`src/rtl/uart_irq_pkg.sv`:
```
package uart_irq_pkg;

    localparam int NSRC   = 4;
    localparam int CODE_W = 3;

    // Priority order: index 0 is the most urgent source.
    typedef enum logic [1:0] {
        SRC_LINE    = 2'd0,
        SRC_RXRDY   = 2'd1,
        SRC_TXEMPTY = 2'd2,
        SRC_MODEM   = 2'd3
    } src_e;

    // Decoded side-effect strobes from the register bus.
    typedef struct packed {
        logic rd_lsr;
        logic rd_rbr;
        logic rd_msr;
        logic wr_thr;
        logic rd_isr;
    } bus_side_t;

    typedef struct packed {
        logic valid;
        src_e src;
    } winner_t;

    function automatic logic [CODE_W-1:0] src_code(src_e s);
        logic [CODE_W-1:0] c;
        case (s)
            SRC_LINE:    c = 3'b011;
            SRC_RXRDY:   c = 3'b010;
            SRC_TXEMPTY: c = 3'b001;
            default:     c = 3'b000;
        endcase
        return c;
    endfunction

    // Host mask layout (bit0 rx, bit1 tx, bit2 line, bit3 modem) to priority order.
    function automatic logic [NSRC-1:0] mask_to_prio(logic [NSRC-1:0] m);
        logic [NSRC-1:0] p;
        p[SRC_LINE]    = m[2];
        p[SRC_RXRDY]   = m[0];
        p[SRC_TXEMPTY] = m[1];
        p[SRC_MODEM]   = m[3];
        return p;
    endfunction

endpackage

```
`src/rtl/uart_irq_regs.sv`:
```
module uart_irq_regs
    import uart_irq_pkg::*;
#(
    parameter int ADDR_W = 3,
    parameter int A_DATA = 0,
    parameter int A_IEN  = 1,
    parameter int A_ISR  = 2,
    parameter int A_LSR  = 5,
    parameter int A_MSR  = 6
) (
    input  logic              clk,
    input  logic              rst,
    input  logic [ADDR_W-1:0] bus_addr,
    input  logic              bus_rd,
    input  logic              bus_wr,
    input  logic [NSRC-1:0]   bus_wdata,
    output logic [NSRC-1:0]   mask_q,
    output logic [NSRC-1:0]   mask_d,
    output bus_side_t         side
);

    localparam logic [ADDR_W-1:0] AD_DATA = ADDR_W'(A_DATA);
    localparam logic [ADDR_W-1:0] AD_IEN  = ADDR_W'(A_IEN);
    localparam logic [ADDR_W-1:0] AD_ISR  = ADDR_W'(A_ISR);
    localparam logic [ADDR_W-1:0] AD_LSR  = ADDR_W'(A_LSR);
    localparam logic [ADDR_W-1:0] AD_MSR  = ADDR_W'(A_MSR);

    always_comb begin
        mask_d = mask_q;
        if (bus_wr && bus_addr == AD_IEN)
            mask_d = bus_wdata;
    end

    always_ff @(posedge clk) begin
        if (rst) mask_q <= '0;
        else     mask_q <= mask_d;
    end

    always_comb begin
        side.rd_lsr = bus_rd && (bus_addr == AD_LSR);
        side.rd_rbr = bus_rd && (bus_addr == AD_DATA);
        side.rd_msr = bus_rd && (bus_addr == AD_MSR);
        side.wr_thr = bus_wr && (bus_addr == AD_DATA);
        side.rd_isr = bus_rd && (bus_addr == AD_ISR);
    end

endmodule

```
`src/rtl/uart_irq_pending.sv`:
```
module uart_irq_pending
    import uart_irq_pkg::*;
(
    input  logic            clk,
    input  logic            rst,
    input  logic [NSRC-1:0] ev,
    input  logic [NSRC-1:0] en_cur,
    input  logic [NSRC-1:0] en_nxt,
    input  logic [NSRC-1:0] clr,
    output logic [NSRC-1:0] pend_q
);

    for (genvar k = 0; k < NSRC; k++) begin : g_src
        logic set_k;
        logic nxt_k;
        always_comb begin
            set_k = ev[k] && en_cur[k];
            // A fresh event beats a clear; dropping the enable discards the flag.
            nxt_k = en_nxt[k] && ((pend_q[k] && !clr[k]) || set_k);
        end
        always_ff @(posedge clk) begin
            if (rst) pend_q[k] <= 1'b0;
            else     pend_q[k] <= nxt_k;
        end
    end

endmodule

```
`src/rtl/uart_irq_resolve.sv`:
```
module uart_irq_resolve
    import uart_irq_pkg::*;
#(
    parameter int DATA_W = 8
) (
    input  logic [NSRC-1:0]   vis,
    output winner_t           win,
    output logic [DATA_W-1:0] isr
);

    always_comb begin
        win.valid = 1'b0;
        win.src   = SRC_MODEM;
        for (int k = NSRC - 1; k >= 0; k--) begin
            if (vis[k]) begin
                win.valid = 1'b1;
                win.src   = src_e'(k[1:0]);
            end
        end
    end

    always_comb begin
        isr    = '0;
        isr[0] = !win.valid;
        if (win.valid)
            isr[CODE_W:1] = src_code(win.src);
    end

endmodule

```
`src/rtl/uart_irq_ident.sv`:
```
module uart_irq_ident
    import uart_irq_pkg::*;
#(
    parameter int ADDR_W = 3,
    parameter int DATA_W = 8,
    parameter int A_DATA = 0,
    parameter int A_IEN  = 1,
    parameter int A_ISR  = 2,
    parameter int A_LSR  = 5,
    parameter int A_MSR  = 6
) (
    input  logic              clk,
    input  logic              rst,
    input  logic              ev_line_err,
    input  logic              ev_rx_ready,
    input  logic              ev_tx_empty,
    input  logic              ev_modem,
    input  logic [ADDR_W-1:0] bus_addr,
    input  logic              bus_rd,
    input  logic              bus_wr,
    input  logic [NSRC-1:0]   bus_wdata,
    output logic [DATA_W-1:0] bus_rdata,
    output logic              irq
);

    localparam logic [ADDR_W-1:0] AD_IEN = ADDR_W'(A_IEN);
    localparam logic [ADDR_W-1:0] AD_ISR = ADDR_W'(A_ISR);

    logic [NSRC-1:0]   mask_q, mask_d;
    logic [NSRC-1:0]   en_cur, en_nxt;
    logic [NSRC-1:0]   ev_vec, clr_vec, pend_q, vis;
    bus_side_t         side;
    winner_t           win;
    logic [DATA_W-1:0] isr_vec;

    uart_irq_regs #(
        .ADDR_W(ADDR_W), .A_DATA(A_DATA), .A_IEN(A_IEN),
        .A_ISR(A_ISR), .A_LSR(A_LSR), .A_MSR(A_MSR)
    ) u_regs (
        .clk(clk), .rst(rst), .bus_addr(bus_addr), .bus_rd(bus_rd),
        .bus_wr(bus_wr), .bus_wdata(bus_wdata),
        .mask_q(mask_q), .mask_d(mask_d), .side(side)
    );

    always_comb begin
        en_cur = mask_to_prio(mask_q);
        en_nxt = mask_to_prio(mask_d);
        ev_vec[SRC_LINE]    = ev_line_err;
        ev_vec[SRC_RXRDY]   = ev_rx_ready;
        ev_vec[SRC_TXEMPTY] = ev_tx_empty;
        ev_vec[SRC_MODEM]   = ev_modem;
        clr_vec[SRC_LINE]    = side.rd_lsr;
        clr_vec[SRC_RXRDY]   = side.rd_rbr;
        clr_vec[SRC_MODEM]   = side.rd_msr;
        clr_vec[SRC_TXEMPTY] = side.wr_thr ||
            (side.rd_isr && win.valid && win.src == SRC_TXEMPTY);
    end

    uart_irq_pending u_pend (
        .clk(clk), .rst(rst), .ev(ev_vec), .en_cur(en_cur),
        .en_nxt(en_nxt), .clr(clr_vec), .pend_q(pend_q)
    );

    assign vis = pend_q & en_cur;

    uart_irq_resolve #(.DATA_W(DATA_W)) u_res (
        .vis(vis), .win(win), .isr(isr_vec)
    );

    assign irq = |vis;

    always_comb begin
        bus_rdata = '0;
        if (bus_addr == AD_ISR)      bus_rdata = isr_vec;
        else if (bus_addr == AD_IEN) bus_rdata[NSRC-1:0] = mask_q;
    end

endmodule

```
`config.mk`:
```
export PLATFORM = sky130hd
export DESIGN_NAME = uart_irq_ident
export DESIGN_NICKNAME = d
export VERILOG_FILES = /design/src/rtl/uart_irq_pkg.sv /design/src/rtl/uart_irq_regs.sv /design/src/rtl/uart_irq_pending.sv /design/src/rtl/uart_irq_resolve.sv /design/src/rtl/uart_irq_ident.sv
export SDC_FILE = /design/constraint.sdc
export NUM_CORES = 1
export LEC_CHECK = 0
export ABC_AREA = 1
export BUFFER_PORTS_ARGS = -buffer_cell sky130_fd_sc_hd__clkbuf_2
export CAP_MARGIN = 20
export CORE_MARGIN = 2
export CORE_UTILIZATION = 43
export CTS_CLUSTER_SIZE = 24
export DETAILED_ROUTE_END_ITERATION = 8
export MAX_ROUTING_LAYER = met4
export PLACE_DENSITY_LB_ADDON = 0.2
export SETUP_SLACK_MARGIN = 0.5
export SLEW_MARGIN = 10
export SYNTH_ARGS = -nofsm -noshare
export SYNTH_HDL_FRONTEND = slang
export SYNTH_HIERARCHICAL = 1
export SYNTH_SLANG_ARGS = --single-unit
```
`constraint.sdc`:
```
create_clock -name clk -period 1 [get_ports clk]
set_input_delay 0.3 -clock clk [delete_from_list [all_inputs] [get_ports clk]]
set_output_delay 0.3 -clock clk [all_outputs]
set_load 0.05 [all_outputs]
```
## Yosys cells after proc, flatten, opt, wreduce, memory -nomap -nowiden

Cells that the tools add are included.

| word-level totals | value |
|---|---|
| memories | 0 |
| logic and storage cells | 54 |
| flip-flop bits (word level) | 8 |
| input port bits | 15 |
| memory bits (read-only) | 0 |
| output and inout port bits | 9 |
| bits in latches | 0 |
| memory bits (writable) | 0 |

| operators by class | value |
|---|---|
| divide/modulo/power cells | 0 |
| multiplexer cells | 9 |
| $mul | 0 |
| reductions and logical operators | 33 |
| add/subtract/negate cells | 0 |
| $lt $le $gt $ge | 0 |
| shift operators | 0 |
| bitwise operators | 1 |
| equality and inequality tests | 6 |

Operators with widths:

| cell | number |
|---|---|
| logical AND 1 bit | 20 |
| 2-to-1 mux 3 bit | 5 |
| 2-to-1 mux 4 bit | 3 |
| equality test 3 bit, second input constant | 2 |
| case mux 2 bit (3 select lines) | 1 |
| zero test 1 bit | 5 |
| logical OR 1 bit | 5 |
| bitwise AND 4 bit | 1 |
| OR reduction 4 bit | 1 |
| equality test 3 x 1 -> 1 bit, second input constant | 1 |
| equality test 3 x 2 -> 1 bit, second input constant | 1 |
| zero test 3 bit | 1 |
| equality test 2 x 1 -> 1 bit, second input constant | 1 |
| equality test 2 bit, second input constant | 1 |
| zero test 2 bit | 1 |

## Logic depth before layout (Yosys ltp)

Gate-level depths: netlist of run 1.

| logic depth | value |
|---|---|
| word-level depth | 12 |
| mapped depth | 9 |
| mapped depth without buffers | 9 |

## Modules after synthesis

The synthesis of run 1 kept the hierarchy.

By module, submodules not included:

| module | instances | sequential area each (sq um) | area an instance (sq um) | cells an instance |
|---|---|---|---|---|
| uart_irq_regs | 1 | 80.1 | 264.0 | 47 |
| uart_irq_pending | 1 | 80.1 | 178.9 | 25 |
| uart_irq_ident | 1 | 0.0 | 165.2 | 35 |
| uart_irq_resolve | 1 | 0.0 | 93.8 | 17 |

## Least setup slack after synthesis of run 1

Ideal clock, no wire load.

| timing | value |
|---|---|
| path type | reg2out |
| start point | register u_regs.mask_q[1] |
| end point | output port bus_rdata[1] |
| path buffers | 0 |
| stages on the path, launching flop included | 7 |
| arrival time | 1.096 ns |
| setup slack | -0.396 ns |
| data required time | 0.700 ns |
| path through | dfxtp_1 > nand2_1 > inv_1 > inv_1 > o21ai_0 > nand4_1 > nand2_1 |

| between the ends | value |
|---|---|
| cells in the longest elaborated chain, start to end | 8 |
| elaborated cells on any way between the ends | 11 |
| those cells by class | eq/ne (2); mux (7); bitwise (1); reduce/logical (1) |

RTL lines:

| item | RTL line | text |
|---|---|---|
| from (decl) | uart_irq_regs.sv:17 | `output logic [NSRC-1:0] mask_q,` |
| from (signal assigned) | uart_irq_regs.sv:36 | `else mask_q <= mask_d;` |
| bitwise AND 4 bit * | uart_irq_ident.sv:64 | `assign vis = pend_q & en_cur;` |
| via vis[2] | uart_irq_ident.sv:31 | `logic [NSRC-1:0] ev_vec, clr_vec, pend_q, vis;` |
| 2-to-1 mux 3 bit * (3 in series) | uart_irq_resolve.sv:15 | `if (vis[k]) begin` |
| equality test 2 bit, or another cell as far along | uart_irq_pkg.sv:30 | `case (s)` |
| case mux 2 bit (3 select lines) | uart_irq_pkg.sv:30 |  |
| 2-to-1 mux 3 bit * | uart_irq_resolve.sv:25 | `if (win.valid)` |
| via isr_vec[1] | uart_irq_ident.sv:34 | `logic [DATA_W-1:0] isr_vec;` |
| 2-to-1 mux 4 bit * | uart_irq_ident.sv:74 | `if (bus_addr == AD_ISR) bus_rdata = isr_vec;` |
| to (decl) | uart_irq_ident.sv:22 | `output logic [DATA_W-1:0] bus_rdata,` |

The timed path passes the listed nets; every way through them passes the cells marked *.

## Final worst setup path of run 1

| timing | value |
|---|---|
| start point | register u_pend.pend_q[1] |
| end point | output port bus_rdata[0] |

| between the ends | value |
|---|---|
| cells in the longest elaborated chain, start to end | 5 |

RTL lines:

| item | RTL line | text |
|---|---|---|
| from (decl) | uart_irq_pending.sv:10 | `output logic [NSRC-1:0] pend_q` |
| from (signal, indexed assignment) | uart_irq_pending.sv:23 | `else pend_q[k] <= nxt_k;` |
| bitwise AND 4 bit | uart_irq_ident.sv:64 |  |
| via vis[1] | uart_irq_ident.sv:31 |  |
| 2-to-1 mux 3 bit (2 in series) | uart_irq_resolve.sv:15 |  |
| zero test 1 bit | uart_irq_resolve.sv:24 | `isr[0] = !win.valid;` |
| via isr_vec[0] | uart_irq_ident.sv:34 |  |
| 2-to-1 mux 4 bit | uart_irq_ident.sv:74 |  |

The timed path passes the listed nets, and every way through them passes these cells.

==> impl_metrics.ini, run 1 <==
[run_status]
status = finished with violations
failed_checks = negative setup slack

[worst_setup_path]
r2r-start = u_pend/pend_q[1]
cp-start-kind = register
crit_arrival_ns = 1.32
critPathMaxFanout = 3
critical-path-max-stage-delay_ns = 0.32
path_cells = nand2_2 -> inv_2 -> inv_2 -> nand2_4 -> nor2_2 -> nand4_1 -> nand2_4 -> clkbuf_16
critPathCaptureType = output pin
rr_worst_depth = 11
worst-setup-path-type = reg -> out
rr_endpoint = u_pend/pend_q[2]
required_ns = 0.70
cp-startpoint = u_pend/pend_q[1]
rrSetupSlack_ns = -0.36
slowest_stage = dfxtp_2

[drt]
wirelength_microns = 2190
first_iter_violations = 16
first_pass_iters = 6
vias = 894
wl_per_cell_microns = 11.71
postRouteAntennaNets = 0
post_drt_via_cell_ratio = 4.781
drc = 0

[clocking]
ctsHoldBuffers = 0
cts_tree = done
cts_sinks = 8
htree_levels = 1
cts_buffers = 3
root_buffer = clkbuf_4
clkLatencyLatePin_ns = 0.25
cts_buffer_depth = 2
cts.clk_slew.worst_paths_ns = 0.05

[placement]
place_ws_ns = -0.4542
dpl-instance-area_sq_mm = 0.001016
post-dp-hpwl_microns = 1399
portBuffers = 19
gp_congestion = 0.8059

[grt]
grt_pass1_vias = 845
grt_util_all_layers = 0.2528
grt_max_degree = 10
grt_pass1_wl_microns = 3519
grt-ovfl-total = 0
antenna_found_initial = 0

[floorplan]
initial_core_util = 0.4606
rows = 14
core_area_sq_mm = 0.001524
dieArea_sq_mm = 0.001971
ios = 24
dieWidth_microns = 44.40
fp.dieH_microns = 44.40

[logic_synthesis]
synth_xor_xnor_area_share = 0
syn_area_sq_um = 701.9
synthMuxAreaShare = 0
yosys.area_share.simple = 0.4456
synth_top_family_by_area = simple AND/OR/NAND/NOR gates
synth-seq-area-share = 0.2282
synth.avg_cell_area_sq_um = 5.661
yosys_warnings = 6
netlist_instances = 124
synth.distinct_cells = 19
synth_fa_ha_area_frac = 0
synth_compound_area_frac = 0.07487
synth_seq_cells = 8

[finish]
stdcell_area_sq_mm = 0.001290
drive_gt1_frac = 0.6257
mostFrequentLayoutCells = 21 x buf_4, 20 x inv_1, 16 x nand2_2
final_nets = 188
layout_commonest_cell = buf_4
areaGrowthSynthToFinish_pct = 83.78
num-fill-cells = 93
post-route-util = 0.8465
seqCellArea_sq_um = 170.2
diodes = 0
multiInputGateArea_sq_um = 485.5

[sta]
maxSlewHeadroom = 0.4030
finalCriticalPeriod_ns = 1.622
setup_viol = 8
slew_viol_final = 0
hold_violations = 0
max_freq_ghz = 0.6166
holdWs_ns = 0.2854
setup_ws_ns = -0.6217
worst_slew_pin_slew_ns = 0.8923
min_period_over_period = 1.622
skew_ns = 0.0005121
rsz0062_at_grt = true

[min_path]
hp-start = ev_tx_empty
min_delay_path_depth = 3
hp-class = in -> reg
min_to = u_pend/pend_q[2]

[power_and_ir_drop]
ir_drop_mv = 0.5465
p_leak_uw = 0.0006608
powerDensity_mw_per_mm2 = 661.0

[flow_run]
maxCapViolations = 0
==> final cells by class <==
cell class                      instances  share of cell area
Sequential cell                         8              0.1319
Tap cell                               16             0.01552
Multi-Input combinational cell         79              0.3763
Clock buffer                            3             0.01746
Timing Repair Buffer                   45              0.3414
Inverter                               36              0.1174
==> what timing repair did <==
action / 4_1_cts / 5_1_grt
gates cloned: 0 / 0
setup endpoints to repair: 13 / 13
setup buffers: 3 / 3
pin swaps: 22 / 17
gates resized for setup: 39 / 19
==> cell usage after synthesis <==
cell type  instances  area [sq um]
nor2_1            11         41.29
nand2_4            1         11.26
nor2_4             1         11.26
o21ai_0            1         5.000
nand4_1            9         56.30
nand3_1            6         30.03
o21bai_1           1         7.510
nor2_2             2         12.51
inv_1             30         112.6
nand2_2            1         6.260
inv_2              6         22.52
conb_1             1         3.750
a21oi_2            4         35.03
buf_4              5         37.54
nand2_1           33         123.9
a21oi_1            1         5.000
dfxtp_1            8         160.2
nor3_1             2         10.01
nand3_2            1         10.01
==> logic make-up after synthesis <==
family / Yosys count
buffers and inverters: 41
AND/OR/NAND/NOR: 67
other: 1
AO/OA/AOI/OAI: 7
flip-flops: 8
==> per-layer routing <==
metal / routed length [microns] / vias to the layer above / global-route usage
met5: 0 / - / -
li1: - / 457 / -
met2: 1262 / 27 / 0.4735
met1: 847 / 406 / 0.2693
met3: 68 / 4 / 0.02449
met4: 12 / 0 / 0.09697
==> state kept, by name, summed over array words and instances, names as in the netlist <==
signal         count
u_pend/pend_q      4
u_regs/mask_q      4
==> report_power, final <==
group	internal [uW]	leakage, uW	switching, uW
Combinational	126	0.000578	151
Clock	137	0.0000138	108
Sequential	326	0.0000686	3.92
==> critical path: cells and delay by family, from the launching register on <==
| kind | cells | cell delay, ns |
|---|---|---|
| buf+inv | 3 | 0.28 |
| flops | 1 | 0.32 |
| simple gates | 5 | 0.46 |
==> worst max path at each step <==
stage                             to  slack, ns  depth (start not counted)
CTS                     bus_rdata[0]      -0.58                          8
floorplan               bus_rdata[0]      -0.22                          7
global route            bus_rdata[0]      -0.69                          8
detailed placement      bus_rdata[1]      -0.45                          7
global placement    u_pend/pend_q[2]      -0.41                          8
finish                  bus_rdata[0]      -0.62                          8
==> through the flow <==
stage,std cells,setup TNS [ns],power [uW]
floorplan,128,-0.7566,461.1
global placement,178,-3.822,546.2
detailed placement,178,-4.144,551.2
CTS,184,-2.685,842.6
global route,187,-3.619,901.2
finish,187,-3.177,852.7
Note: power is estimated with default switching activity, not from simulation.
==> run 2, diff against run 1 <==
--- a/config.mk
+++ b/config.mk
@@ -10,10 +10,12 @@
 export CAP_MARGIN = 20
 export CORE_MARGIN = 2
 export CORE_UTILIZATION = 43
+export CTS_BUF_LIST = sky130_fd_sc_hd__clkbuf_16
 export CTS_CLUSTER_SIZE = 24
 export DETAILED_ROUTE_END_ITERATION = 8
 export MAX_ROUTING_LAYER = met4
 export PLACE_DENSITY_LB_ADDON = 0.2
+export REMOVE_ABC_BUFFERS = 1
 export SETUP_SLACK_MARGIN = 0.5
 export SLEW_MARGIN = 10
 export SYNTH_ARGS = -nofsm -noshare
==> run 2 against run 1 <==
The run still ends with negative setup slack left. Sequential power about the same. Clock skew rose by 0.0056 ns. Global-route usage fell by 0.11 points. Largest cell class unchanged. Largest power group is now the clock network.
==> impl_metrics.ini, run 2 (synthesized netlist as in run 1, its figures left out) <==
[placement]
gp_congestion = 0.8247
portBuffers = 19
dpl-instance-area_sq_um = 922.1
place_ws_ns = -0.4230
post-dp-hpwl_microns = 1405

[finish]
num-fill-cells = 96
diodes = 0
multiInputGateArea_sq_um = 447.9
drive_gt1_frac = 0.5655
areaGrowthSynthToFinish_pct = 72.19
mostFrequentLayoutCells = 23 x inv_1, 21 x nand2_1, 17 x buf_4
layout_commonest_cell = inv_1
stdcell_area_sq_mm = 0.001209
final_nets = 185
reg_top3 = u_pend/pend_q: 4 flops, u_regs/mask_q: 4 flops
seqCellArea_sq_um = 170.2

[drt]
first_iter_violations = 12
route.met2.wl_microns = 1198
postRouteAntennaNets = 0
post_drt_via_cell_ratio = 4.783
wirelength_microns = 2239
first_pass_iters = 4
vias = 880
route.top_layer_used = met4
wl_per_cell_microns = 12.17
met1Wirelength_microns = 910
wl_met3_microns = 89
drc = 0

[worst_setup_path]
worst-setup-path-type = reg -> out
critPathCaptureType = output pin
critPathMaxFanout = 3
crit_arrival_ns = 1.28
cp-start-kind = register
required_ns = 0.70

[floorplan]
rows = 14
ios = 24
fp.dieH_microns = 44.40
dieArea_sq_mm = 0.001971
initial_core_util = 0.4606
dieWidth_microns = 44.40
core_area_sq_mm = 0.001524

[clocking]
cts_tree = done
clkLatencyLatePin_ns = 0.23
htree_levels = 1
cts.clk_slew.worst_paths_ns = 0.04
cts_buffers = 3
ctsHoldBuffers = 0
root_buffer = clkbuf_16
cts_buffer_depth = 2
cts_sinks = 8

[sta]
holdWs_ns = 0.2976
max_freq_ghz = 0.6342
fin_setup_tns_ns = -2.765
finalCriticalPeriod_ns = 1.577
worst_slew_pin_slew_ns = 0.8820
setup_ws_ns = -0.5768
maxSlewHeadroom = 0.4098
rsz0062_at_grt = true
skew_ns = 0.006118
setup_viol = 6
hold_violations = 0
min_period_over_period = 1.577
slew_viol_final = 0

[grt]
grt_max_degree = 9
grt_pass1_wl_microns = 3387
grt_util_all_layers = 0.2517
antenna_found_initial = 0
grt_pass1_vias = 803
grt-ovfl-total = 0

[run_status]
failed_checks = negative setup slack
status = finished with violations

[min_path]
hp-class = in -> reg

[flow_run]
maxCapViolations = 0

[power_and_ir_drop]
powerDensity_mw_per_mm2 = 1030
ir_drop_mv = 1.058
p_leak_uw = 0.0006522
p_total_uw = 1244
run 2: changes by cell type in the layout (fill, tap and decap cells not counted), moves of 2 or more:
cell	change
clkbuf_4	-4
nand2_4	-5
buf_4	-4
nand2_2	-3
nand2_1	+8
inv_1	+3
buf_6	+2
inv_2	-2
buf_8	+3
run 2: what timing repair did:
action / 4_1_cts / 5_1_grt
pin swaps: 19 / 13
resized for setup: 44 / 17
endpoints found under the setup margin: 13 / 13
buffers inserted: 4 / 2
run 2: metrics by stage:
stage | cells | util
after floorplan | 123 | -
after global routing | 184 | 0.7931
after CTS | 182 | 0.7594
final | 184 | 0.7931
after global placement | 175 | 0.6051
after detailed placement | 175 | 0.6051
run 2: area by class of cell:
type	count	share of cell area
repair buffers	42	0.2981
inverters	36	0.1118
flip-flops and latches	8	0.1408
clock buffers	3	0.06211
well taps	16	0.01656
multi-input cells	79	0.3706
run 2: worst paths after layout:
check / slack, ns / end / cells after the start / start
worst min register to register: 0.47 / u_pend/pend_q[2] / 2 / u_pend/pend_q[2]
worst min-delay path: 0.30 / u_pend/pend_q[3] / 3 / ev_modem
worst max-delay path: -0.58 / bus_rdata[0] / 8 / u_regs/mask_q[0]
worst max register to register: -0.38 / u_pend/pend_q[2] / 10 / u_pend/pend_q[0]
run 2: worst max-delay path, cell delays in order (launching register included):
cell	delay, ns
dfxtp_2	0.32
nand2_2	0.08
inv_2	0.06
inv_2	0.07
nand2_2	0.07
nor2_2	0.11
nand4_1	0.09
nand2_1	0.11
buf_8	0.15
run 2: layer usage:
metal	vias to the layer above	track usage
met5	-	-
met4	0	0.1636
met3	4	0.02857
met2	26	0.4265
met1	396	0.2764
li1	454	-
run 2: power breakdown:
group	switching (uW)	internal, uW
registers	4.84	328
logic	138	102
clock network	155	515
total	298	946
==> run 3, diff against run 2 <==
--- a/config.mk
+++ b/config.mk
@@ -8,7 +8,7 @@
 export ABC_AREA = 1
 export BUFFER_PORTS_ARGS = -buffer_cell sky130_fd_sc_hd__clkbuf_2
 export CAP_MARGIN = 20
-export CORE_MARGIN = 2
+export CORE_MARGIN = 3
 export CORE_UTILIZATION = 43
 export CTS_BUF_LIST = sky130_fd_sc_hd__clkbuf_16
 export CTS_CLUSTER_SIZE = 24
@@ -16,7 +16,6 @@
 export MAX_ROUTING_LAYER = met4
 export PLACE_DENSITY_LB_ADDON = 0.2
 export REMOVE_ABC_BUFFERS = 1
-export SETUP_SLACK_MARGIN = 0.5
 export SLEW_MARGIN = 10
 export SYNTH_ARGS = -nofsm -noshare
 export SYNTH_HDL_FRONTEND = slang
==> run 3 against run 2 <==
The flow still finishes with violations (negative setup slack). First-iteration DRC count increased to 3.0 times the previous value. Sequential power about the same. Global-route usage decreased by 0.97 points. Clock power decreased by 0.6%. Sequential share of layout area unchanged. Largest power group unchanged.
==> impl_metrics.ini, run 3 (synthesized netlist as in run 1, its figures left out) <==
[drt]
post_drt_via_cell_ratio = 5.227
postRouteAntennaNets = 0
first_iter_violations = 36
wl_per_cell_microns = 14.45
first_pass_iters = 4
vias = 967
wirelength_microns = 2674
drc = 0

[grt]
grt_util_all_layers = 0.2421
grt_pass1_vias = 858
grt_max_degree = 9
grt-ovfl-total = 0
grt_pass1_wl_microns = 3622
antenna_found_initial = 0

[floorplan]
dieWidth_microns = 46.40
core_area_sq_mm = 0.001415
fp.dieH_microns = 46.40
initial_core_util = 0.4960
dieArea_sq_mm = 0.002153
ios = 24
rows = 13

[clocking]
clkLatencyLatePin_ns = 0.23
cts.clk_slew.worst_paths_ns = 0.04
cts_buffers = 3
cts_sinks = 8
cts_buffer_depth = 2
root_buffer = clkbuf_16
cts_tree = done
htree_levels = 1

[sta]
setup_viol = 8
min_period_over_period = 1.569
holdWs_ns = 0.3068
finalCriticalPeriod_ns = 1.569
slew_viol_final = 0
max_freq_ghz = 0.6373
worst_slew_pin_slew_ns = 0.9168
setup_ws_ns = -0.5690
maxSlewHeadroom = 0.3866
hold_violations = 0
skew_ns = 0.002140
rsz0062_at_grt = true

[worst_setup_path]
worst-setup-path-type = reg -> out
crit_arrival_ns = 1.27
critPathMaxFanout = 3
critPathCaptureType = output pin
cp-start-kind = register
required_ns = 0.70

[finish]
mostFrequentLayoutCells = 24 x inv_1, 24 x nand2_1, 18 x buf_4
fin_cells = 185
drive_gt1_frac = 0.5294
reg_top3 = u_pend/pend_q: 4 flops, u_regs/mask_q: 4 flops
final_nets = 187
post-route-util = 0.8541
areaGrowthSynthToFinish_pct = 72.19
diodes = 0

[placement]
gp_congestion = 0.8329
place_ws_ns = -0.4026
portBuffers = 19
dp.cells = 173
post-dp-hpwl_microns = 1430

[flow_run]
maxCapViolations = 0

[run_status]
failed_checks = negative setup slack
status = finished with violations

[min_path]
hp-class = in -> reg

[power_and_ir_drop]
powerDensity_mw_per_mm2 = 1026
p_total_uw = 1240
p_leak_uw = 0.0006674
ir_drop_mv = 0.9833
-- run 3: changes by cell type in the layout (fill, tap and decap cells not counted), sizes merged --
cell,change
buf,+2
-- run 3: power breakdown --
| part | internal (uW) | switching [uW] | total, uW |
|---|---|---|---|
| clock | 515 | 152 | 667 |
| sequential | 328 | 4.17 | 332 |
| combinational | 99.5 | 141 | 240 |
| total | 943 | 297 | 1240 |
-- run 3: path summary, 6_finish.rpt --
kind | from | to | slack, ns | cells after the start
worst max register to register | u_pend/pend_q[0] | u_pend/pend_q[2] | -0.40 | 11
worst min-delay path | ev_modem | u_pend/pend_q[3] | 0.31 | 3
worst max-delay path | u_pend/pend_q[2] | bus_rdata[1] | -0.57 | 7
worst min register to register | u_pend/pend_q[3] | u_pend/pend_q[3] | 0.47 | 2
-- run 3: per-stage QoR --
| stage | instance area [sq um] | setup TNS, ns |
|---|---|---|
| global placement | 913.4 | -3.073 |
| floorplan | 679.4 | -1.461 |
| detailed placement | 913.4 | -3.328 |
| global route | 1209 | -3.237 |
| CTS | 1154 | -2.479 |
| finish | 1209 | -2.878 |
-- run 3: final cells by class --
cell class	count	area (sq um)
clock buffers	3	75.07
fillers	71	206.4
well taps	15	18.77
repair buffers	44	379.1
flip-flops and latches	8	170.2
multi-input cells	79	430.4
inverters	36	135.1
-- run 3: worst max-delay path: stages (launching register included) --
cell,delay [ns]
dfxtp_2,0.34
nand2_2,0.07
inv_2,0.07
inv_2,0.05
o21ai_2,0.12
nand4_1,0.10
nand2_1,0.13
buf_8,0.16
-- run 3: routing by layer --
metal	vias to the layer above	GRT usage	share of wire
met3	12	0.02344	0.075
met5	-	-	0
met4	0	0.1250	0.037
li1	455	-	-
met1	432	0.2413	0.38
met2	68	0.4533	0.50
-- run 3: repair_timing --
action                     in CTS  in global routing
setup endpoints to repair       9                  9
buffers inserted                8                  4
pin swaps                      17                 14
resized for setup              40                 16
hold buffers                    0                  0
